<file path="config.mk">
export PLATFORM = sky130hd
export DESIGN_NAME = uart_dbuf_tx
export DESIGN_NICKNAME = d
export VERILOG_FILES = /design/src/rtl/uart_dbuf_tx.sv
export SDC_FILE = /design/constraint.sdc
export NUM_CORES = 1
export LEC_CHECK = 0
export BUFFER_PORTS_ARGS = -buffer_cell sky130_fd_sc_hd__buf_4
export CAP_MARGIN = 30
export CORE_ASPECT_RATIO = 1.25
export CORE_MARGIN = 2
export CORE_UTILIZATION = 49
export CTS_CLUSTER_DIAMETER = 100
export DETAILED_ROUTE_END_ITERATION = 6
export PLACE_DENSITY_LB_ADDON = 0.08
export SYNTH_ARGS = -nofsm -noshare
export SYNTH_HDL_FRONTEND = slang
export SYNTH_SLANG_ARGS = --single-unit
</file>
<file path="constraint.sdc">
create_clock -name clk -period 1.5 [get_ports clk]
set_input_delay 0.075 -clock clk [delete_from_list [all_inputs] [get_ports clk]]
set_output_delay 0.075 -clock clk [all_outputs]
set_load 0.01 [all_outputs]
</file>
<file path="src/rtl/uart_dbuf_tx.sv">
module uart_dbuf_tx #(
  parameter int DATA_W = 8
) (
  input  logic              clk,
  input  logic              rst_n,
  input  logic              bit_tick,
  input  logic              tx_en,
  input  logic              nine_bit_mode,
  input  logic              brk_req,
  input  logic              wr_stb,
  input  logic [DATA_W-1:0] wr_data,
  input  logic              wr_bit8,
  output logic              txd,
  output logic              buf_empty,
  output logic              tx_done
);
  localparam int SH_W = DATA_W + 3;
  localparam int CW   = $clog2(SH_W + 1);
  localparam int LEN_S = DATA_W + 2;
  localparam int LEN_L = DATA_W + 3;

  typedef enum logic [2:0] {NX_IDLE, NX_PRE, NX_BRK, NX_STOP, NX_CHAR} nxt_e;

  logic [DATA_W:0]   buf_q;
  logic              buf_full;
  logic [SH_W-1:0]   sh_q;
  logic [CW-1:0]     cnt_q;
  logic              brk_tail;
  logic              en_arm;
  nxt_e              nxt;

  wire          busy     = (cnt_q != '0);
  wire [CW-1:0] flen     = nine_bit_mode ? CW'(LEN_L) : CW'(LEN_S);
  wire          boundary = bit_tick && (cnt_q <= CW'(1));
  wire          load_chr = boundary && (nxt == NX_CHAR);

  always_comb begin
    if (!tx_en)        nxt = NX_IDLE;
    else if (en_arm)   nxt = NX_PRE;
    else if (brk_req)  nxt = NX_BRK;
    else if (brk_tail) nxt = NX_STOP;
    else if (buf_full) nxt = NX_CHAR;
    else               nxt = NX_IDLE;
  end

  always_ff @(posedge clk) begin
    if (!rst_n) begin
      buf_q    <= '0;
      buf_full <= 1'b0;
    end else if (wr_stb) begin
      buf_q    <= {wr_bit8, wr_data};
      buf_full <= 1'b1;
    end else if (load_chr) begin
      buf_full <= 1'b0;
    end
  end

  always_ff @(posedge clk) begin
    if (!rst_n) begin
      sh_q     <= '1;
      cnt_q    <= '0;
      brk_tail <= 1'b0;
      en_arm   <= 1'b1;
    end else begin
      if (!tx_en) en_arm <= 1'b1;
      else if (boundary && nxt == NX_PRE) en_arm <= 1'b0;
      if (bit_tick) begin
        if (cnt_q > CW'(1)) begin
          sh_q  <= {1'b1, sh_q[SH_W-1:1]};
          cnt_q <= cnt_q - CW'(1);
        end else begin
          unique case (nxt)
            NX_IDLE: begin sh_q <= '1; cnt_q <= '0;    brk_tail <= 1'b0; end
            NX_PRE:  begin sh_q <= '1; cnt_q <= flen;  brk_tail <= 1'b0; end
            NX_BRK:  begin sh_q <= '0; cnt_q <= flen;  brk_tail <= 1'b1; end
            NX_STOP: begin sh_q <= '1; cnt_q <= CW'(1); brk_tail <= 1'b0; end
            NX_CHAR: begin
              sh_q  <= nine_bit_mode ? {1'b1, buf_q, 1'b0}
                                     : {2'b11, buf_q[DATA_W-1:0], 1'b0};
              cnt_q <= flen;
            end
            default: begin sh_q <= '1; cnt_q <= '0; end
          endcase
        end
      end
    end
  end

  assign txd       = sh_q[0];
  assign buf_empty = ~buf_full;
  assign tx_done   = ~buf_full & ~busy;

  AST_LINE_ONLY_ON_TICK: assert property (@(posedge clk) disable iff (!rst_n)
    !bit_tick |=> $stable(txd));
  AST_EMPTY_ONLY_AT_TICK: assert property (@(posedge clk) disable iff (!rst_n)
    $rose(buf_empty) |-> $past(bit_tick));
  AST_WRITE_FILLS_BUF: assert property (@(posedge clk) disable iff (!rst_n)
    wr_stb |=> !buf_empty);
  AST_DONE_MEANS_IDLE: assert property (@(posedge clk) disable iff (!rst_n)
    tx_done |-> (buf_empty && txd));
  AST_NO_FRAME_LINE_HIGH: assert property (@(posedge clk) disable iff (!rst_n)
    !busy |-> txd);
endmodule

</file>
==> flow_summary.toml <==
[run_status]
status = "finished clean"

[setup_path]
critical_path.top_delay_family = "flip-flops"
worst_r2r_startpoint = "cnt_q[0]$_SDFFE_PN0P_"
critPathKind = "flip-flop to output pin"
reg2reg_to = "sh_q[9]$_SDFFE_PN1P_"
r2r_cells = 7
master_of_the_slowest_instance_on_the_critical_path = "sky130_fd_sc_hd__dfxtp_1"
category_of_the_worst_setup_path_capture_point = "output pin"
timing.reg2reg.setup_slack_ps = 80
worstPathMaxFanout = 3
timing.critical_path.arrival_ps = 1360
required_ps = 1420
critical_path.max_stage_delay_ps = 370
critPathBufInv = 3
crit_path_top_cell_by_count = "sky130_fd_sc_hd__buf_4"
crit_path_start_kind = "flip-flop"
crit_path_cell_trace = "inv_2, buf_4, ha_1, and3_1, buf_4"

[synth]
synth_top_cell_by_area = "sky130_fd_sc_hd__dfxtp_1"
avgSynthCellArea_um2 = 8.627
share_of_synthesized_area_spent_on_multiplexers = 0.08114
synth_fp_nets = 162
synth-compound-area-share = 0.1937
mappedNetlistArea_mm2 = 0.001234
synth.top_cells.by_area = "sky130_fd_sc_hd__dfxtp_1 44%, sky130_fd_sc_hd__a21oi_1 8.1%, sky130_fd_sc_hd__mux2i_1 8.1%, sky130_fd_sc_hd__nor2b_1 5.6%, sky130_fd_sc_hd__o21ai_0 5.3%"
simple_gate_share_of_the_synthesized_area = 0.2181
yosys.area_share.xor_xnor = 0
number_of_different_library_cells_in_the_post_synthesis_netlist = 30
synth_instances = 143
combinational_family_with_the_most_area_after_synthesis = "simple AND/OR/NAND/NOR gates"
ys_ff_latch = 27
seq_area_frac_synth = 0.4381
synth_largest_type_area_fraction = 0.4381
adder_cell_fraction_of_synth_area = 0.03043
ys_warn_count = 0

[sta]
hold_ws_ps = 1.997
finalCriticalPeriod_ps = 1434
setup_total_negative_slack_ps = 0
timing.slew.headroom = 0.7455
timing.final.setup_violations = 0
worstMarginPinSlew_ps = 379.0
fmax_achieved_mhz = 697.2
final_slew_viol_count = 0
final_setup_skew_ps = 12.32
timing.final.crit_share = 0.9562
finalHoldViolations = 0

[cells_and_area]
final_layout_size_suffix_gt1_frac = 0.2882
number_of_antenna_cells_inserted = 0
final_area_mm2 = 0.001578
final_nets = 190
fillCellCount = 235
layout-area-overhead-vs-synth_pct = 27.89

[global_route]
initial_antenna_violation_count = 0
grt_first_pass_wirelength_um = 4360
first_global_vias = 1027
grt_util_all_layers = 0.1937
maximum_number_of_pins_on_one_net_before_global_route_repair = 20
gr_overflow_total = 0

[drt]
drtIter0Drc = 31
routed_wire_length_um = 2726
drt-pass1-iter-count = 4
via_count_normalized_by_instance_count = 5.271
detail_route_antenna_nets = 0
drc_errors = 0
routedWlPerCell_um = 13.43
total_via_count_after_detailed_routing = 1070

[hold_path]
min-delay-path-class = "primary input to flip-flop"
worst_hold_path.endpoint = "cnt_q[1]$_SDFFE_PN0P_"
timing.hold.worst_path_depth = 2
hold_path.startpoint = "bit_tick"

[power_and_ir_drop]
total_power_w = 0.001673
ir_drop_mv = 0.5793
power.density_cell_area_mw_per_mm2 = 1060
p_leak_nw = 0.6408

[clock_tree]
clk_root_buffer_cell = "sky130_fd_sc_hd__clkbuf_4"
number_of_h_tree_levels = 1
sinks_on_the_clock_net = 27
max-clock-path-buffers = 2
clock_insertion_delay_at_the_later_pin_of_the_skew_report_ps = 320
cts_inserted_buffers = 3
cts.reportedPaths.clkPinSlew_ps = 150
tritoncts = "done"

[floorplan]
core.rowCount = 20
floorplan.initialDensity = 0.5135
die_width_um = 48.88
boundaryPins = 19
core_area_mm2 = 0.002402
die_area_mm2 = 0.002938
chipHeight_um = 60.10

[placement]
placement.io_buffers = 18
placed_area_mm2 = 0.001441
routabilityCongestion = 0.7791
dp_hpwl_um = 1841

[job]
drv.max_cap_violation_count = 0
==> layout by cell type, fill, tap and decap left out, types with 2 or more instances in the layout <==
| master | n |
|---|---|
| sky130_fd_sc_hd__o2111ai_1 | 2 |
| sky130_fd_sc_hd__mux2i_1 | 10 |
| sky130_fd_sc_hd__o21ai_0 | 11 |
| sky130_fd_sc_hd__nor4_4 | 2 |
| sky130_fd_sc_hd__a31oi_1 | 2 |
| sky130_fd_sc_hd__buf_4 | 28 |
| sky130_fd_sc_hd__inv_2 | 2 |
| sky130_fd_sc_hd__ha_4 | 2 |
| sky130_fd_sc_hd__nand3_1 | 4 |
| sky130_fd_sc_hd__nor2b_1 | 11 |
| sky130_fd_sc_hd__o21a_1 | 3 |
| sky130_fd_sc_hd__nand2_1 | 5 |
| sky130_fd_sc_hd__dfxtp_4 | 2 |
| sky130_fd_sc_hd__nand2b_1 | 2 |
| sky130_fd_sc_hd__nand2_2 | 2 |
| sky130_fd_sc_hd__nor2_1 | 13 |
| sky130_fd_sc_hd__and3_1 | 2 |
| sky130_fd_sc_hd__a21oi_1 | 20 |
| sky130_fd_sc_hd__dfxtp_1 | 24 |
| sky130_fd_sc_hd__clkbuf_4 | 3 |
| sky130_fd_sc_hd__o21ai_1 | 3 |
==> per-layer routing <==
metal	up-vias	GRT usage	routed length [um]
met1	499	0.2203	1223
met3	2	0.02500	69
li1	555	-	-
met2	14	0.3640	1415
met5	-	0	0
met4	0	0.08571	17
==> per-stage QoR <==
step	instances	utilization	setup slack (ps)
after floorplan	143	-	5.829
after global placement	195	0.6000	-4.078
after detailed placement	195	0.6000	-63.85
after CTS	201	0.6224	-9.488
after global routing	203	0.6568	-4.060
final	203	0.6568	65.74
==> kinds of logic after synthesis <==
logic type | count (synthesis)
AND/OR/NAND/NOR | 49
AO/OA/AOI/OAI | 43
flip-flops | 27
buffers and inverters | 11
multiplexers | 10
adder cells (fa/ha/maj) | 3
==> sequential cells by signal, summed over array words and instances, names as in the netlist <==
name,flops
sh_q,11
buf_q,9
cnt_q,4
en_arm,1
brk_tail,1
buf_full,1
==> what timing repair did <==
item	4_1_cts	5_1_grt
setup buffers	1	1
pin swaps	0	1
endpoints found under the hold margin	1	0
hold buffers	1	0
endpoints found under the setup margin	13	18
cloned	0	1
resized for setup	4	18
==> cells in the mapped netlist <==
cell / number
sky130_fd_sc_hd__buf_4: 1
sky130_fd_sc_hd__o2111ai_1: 2
sky130_fd_sc_hd__and3_1: 2
sky130_fd_sc_hd__ha_1: 3
sky130_fd_sc_hd__nor4_1: 1
sky130_fd_sc_hd__inv_1: 3
sky130_fd_sc_hd__nand2b_1: 2
sky130_fd_sc_hd__nor2b_1: 11
sky130_fd_sc_hd__and3b_4: 1
sky130_fd_sc_hd__or2_2: 2
sky130_fd_sc_hd__clkbuf_2: 1
sky130_fd_sc_hd__nor4_4: 1
sky130_fd_sc_hd__a21oi_1: 20
sky130_fd_sc_hd__clkbuf_1: 4
sky130_fd_sc_hd__dfxtp_1: 27
sky130_fd_sc_hd__o21a_1: 3
sky130_fd_sc_hd__nor2_1: 14
sky130_fd_sc_hd__o21ai_0: 13
sky130_fd_sc_hd__a31oi_1: 2
sky130_fd_sc_hd__a221oi_1: 1
sky130_fd_sc_hd__buf_2: 1
sky130_fd_sc_hd__nor3b_1: 1
sky130_fd_sc_hd__mux2i_1: 10
sky130_fd_sc_hd__a21boi_0: 1
sky130_fd_sc_hd__nand2_1: 7
sky130_fd_sc_hd__nor3_1: 2
sky130_fd_sc_hd__buf_1: 1
sky130_fd_sc_hd__o21ai_1: 1
sky130_fd_sc_hd__nand3_1: 4
sky130_fd_sc_hd__and2_1: 1
==> power breakdown <==
part	leakage, nW	switching, W	internal (W)
Combinational	0.402	0.000259	0.000263
Clock	0.0150	0.000208	0.000104
Sequential	0.224	0.0000531	0.000785
Total	0.641	0.000521	0.00115
==> area by class of cell <==
| class | instances | area (um2) | share of cell area |
|---|---|---|---|
| repair buffers | 30 | 231.5 | 0.1467 |
| flip-flops and latches | 27 | 549.3 | 0.3481 |
| clock buffers | 4 | 26.28 | 0.01665 |
| well taps | 33 | 41.29 | 0.02617 |
| inverters | 3 | 11.26 | 0.007137 |
| multi-input cells | 106 | 718.2 | 0.4552 |
==> worst register-to-register path: stages (launching register included) <==
cell	delay, ps
sky130_fd_sc_hd__dfxtp_4	370
sky130_fd_sc_hd__buf_4	140
sky130_fd_sc_hd__ha_4	170
sky130_fd_sc_hd__or2_4	240
sky130_fd_sc_hd__nand2_2	80
sky130_fd_sc_hd__buf_6	140
sky130_fd_sc_hd__a21oi_1	80
sky130_fd_sc_hd__a21oi_1	160
==> worst max-delay path by stage <==
stage                                        to                   from  cells past startpoint  slack (ps)
after floorplan           cnt_q[3]$_SDFFE_PN0P_  cnt_q[0]$_SDFFE_PN0P_                      7           6
after global placement     sh_q[8]$_SDFFE_PN1P_  cnt_q[0]$_SDFFE_PN0P_                      7          -4
after detailed placement   sh_q[8]$_SDFFE_PN1P_  cnt_q[0]$_SDFFE_PN0P_                      7         -60
after CTS                  sh_q[8]$_SDFFE_PN1P_  cnt_q[0]$_SDFFE_PN0P_                      7          -9
after global routing                    tx_done  cnt_q[1]$_SDFFE_PN0P_                      5          -4
final                                   tx_done  cnt_q[1]$_SDFFE_PN0P_                      5          70
No activity file was read; power rests on OpenSTA's default activity.
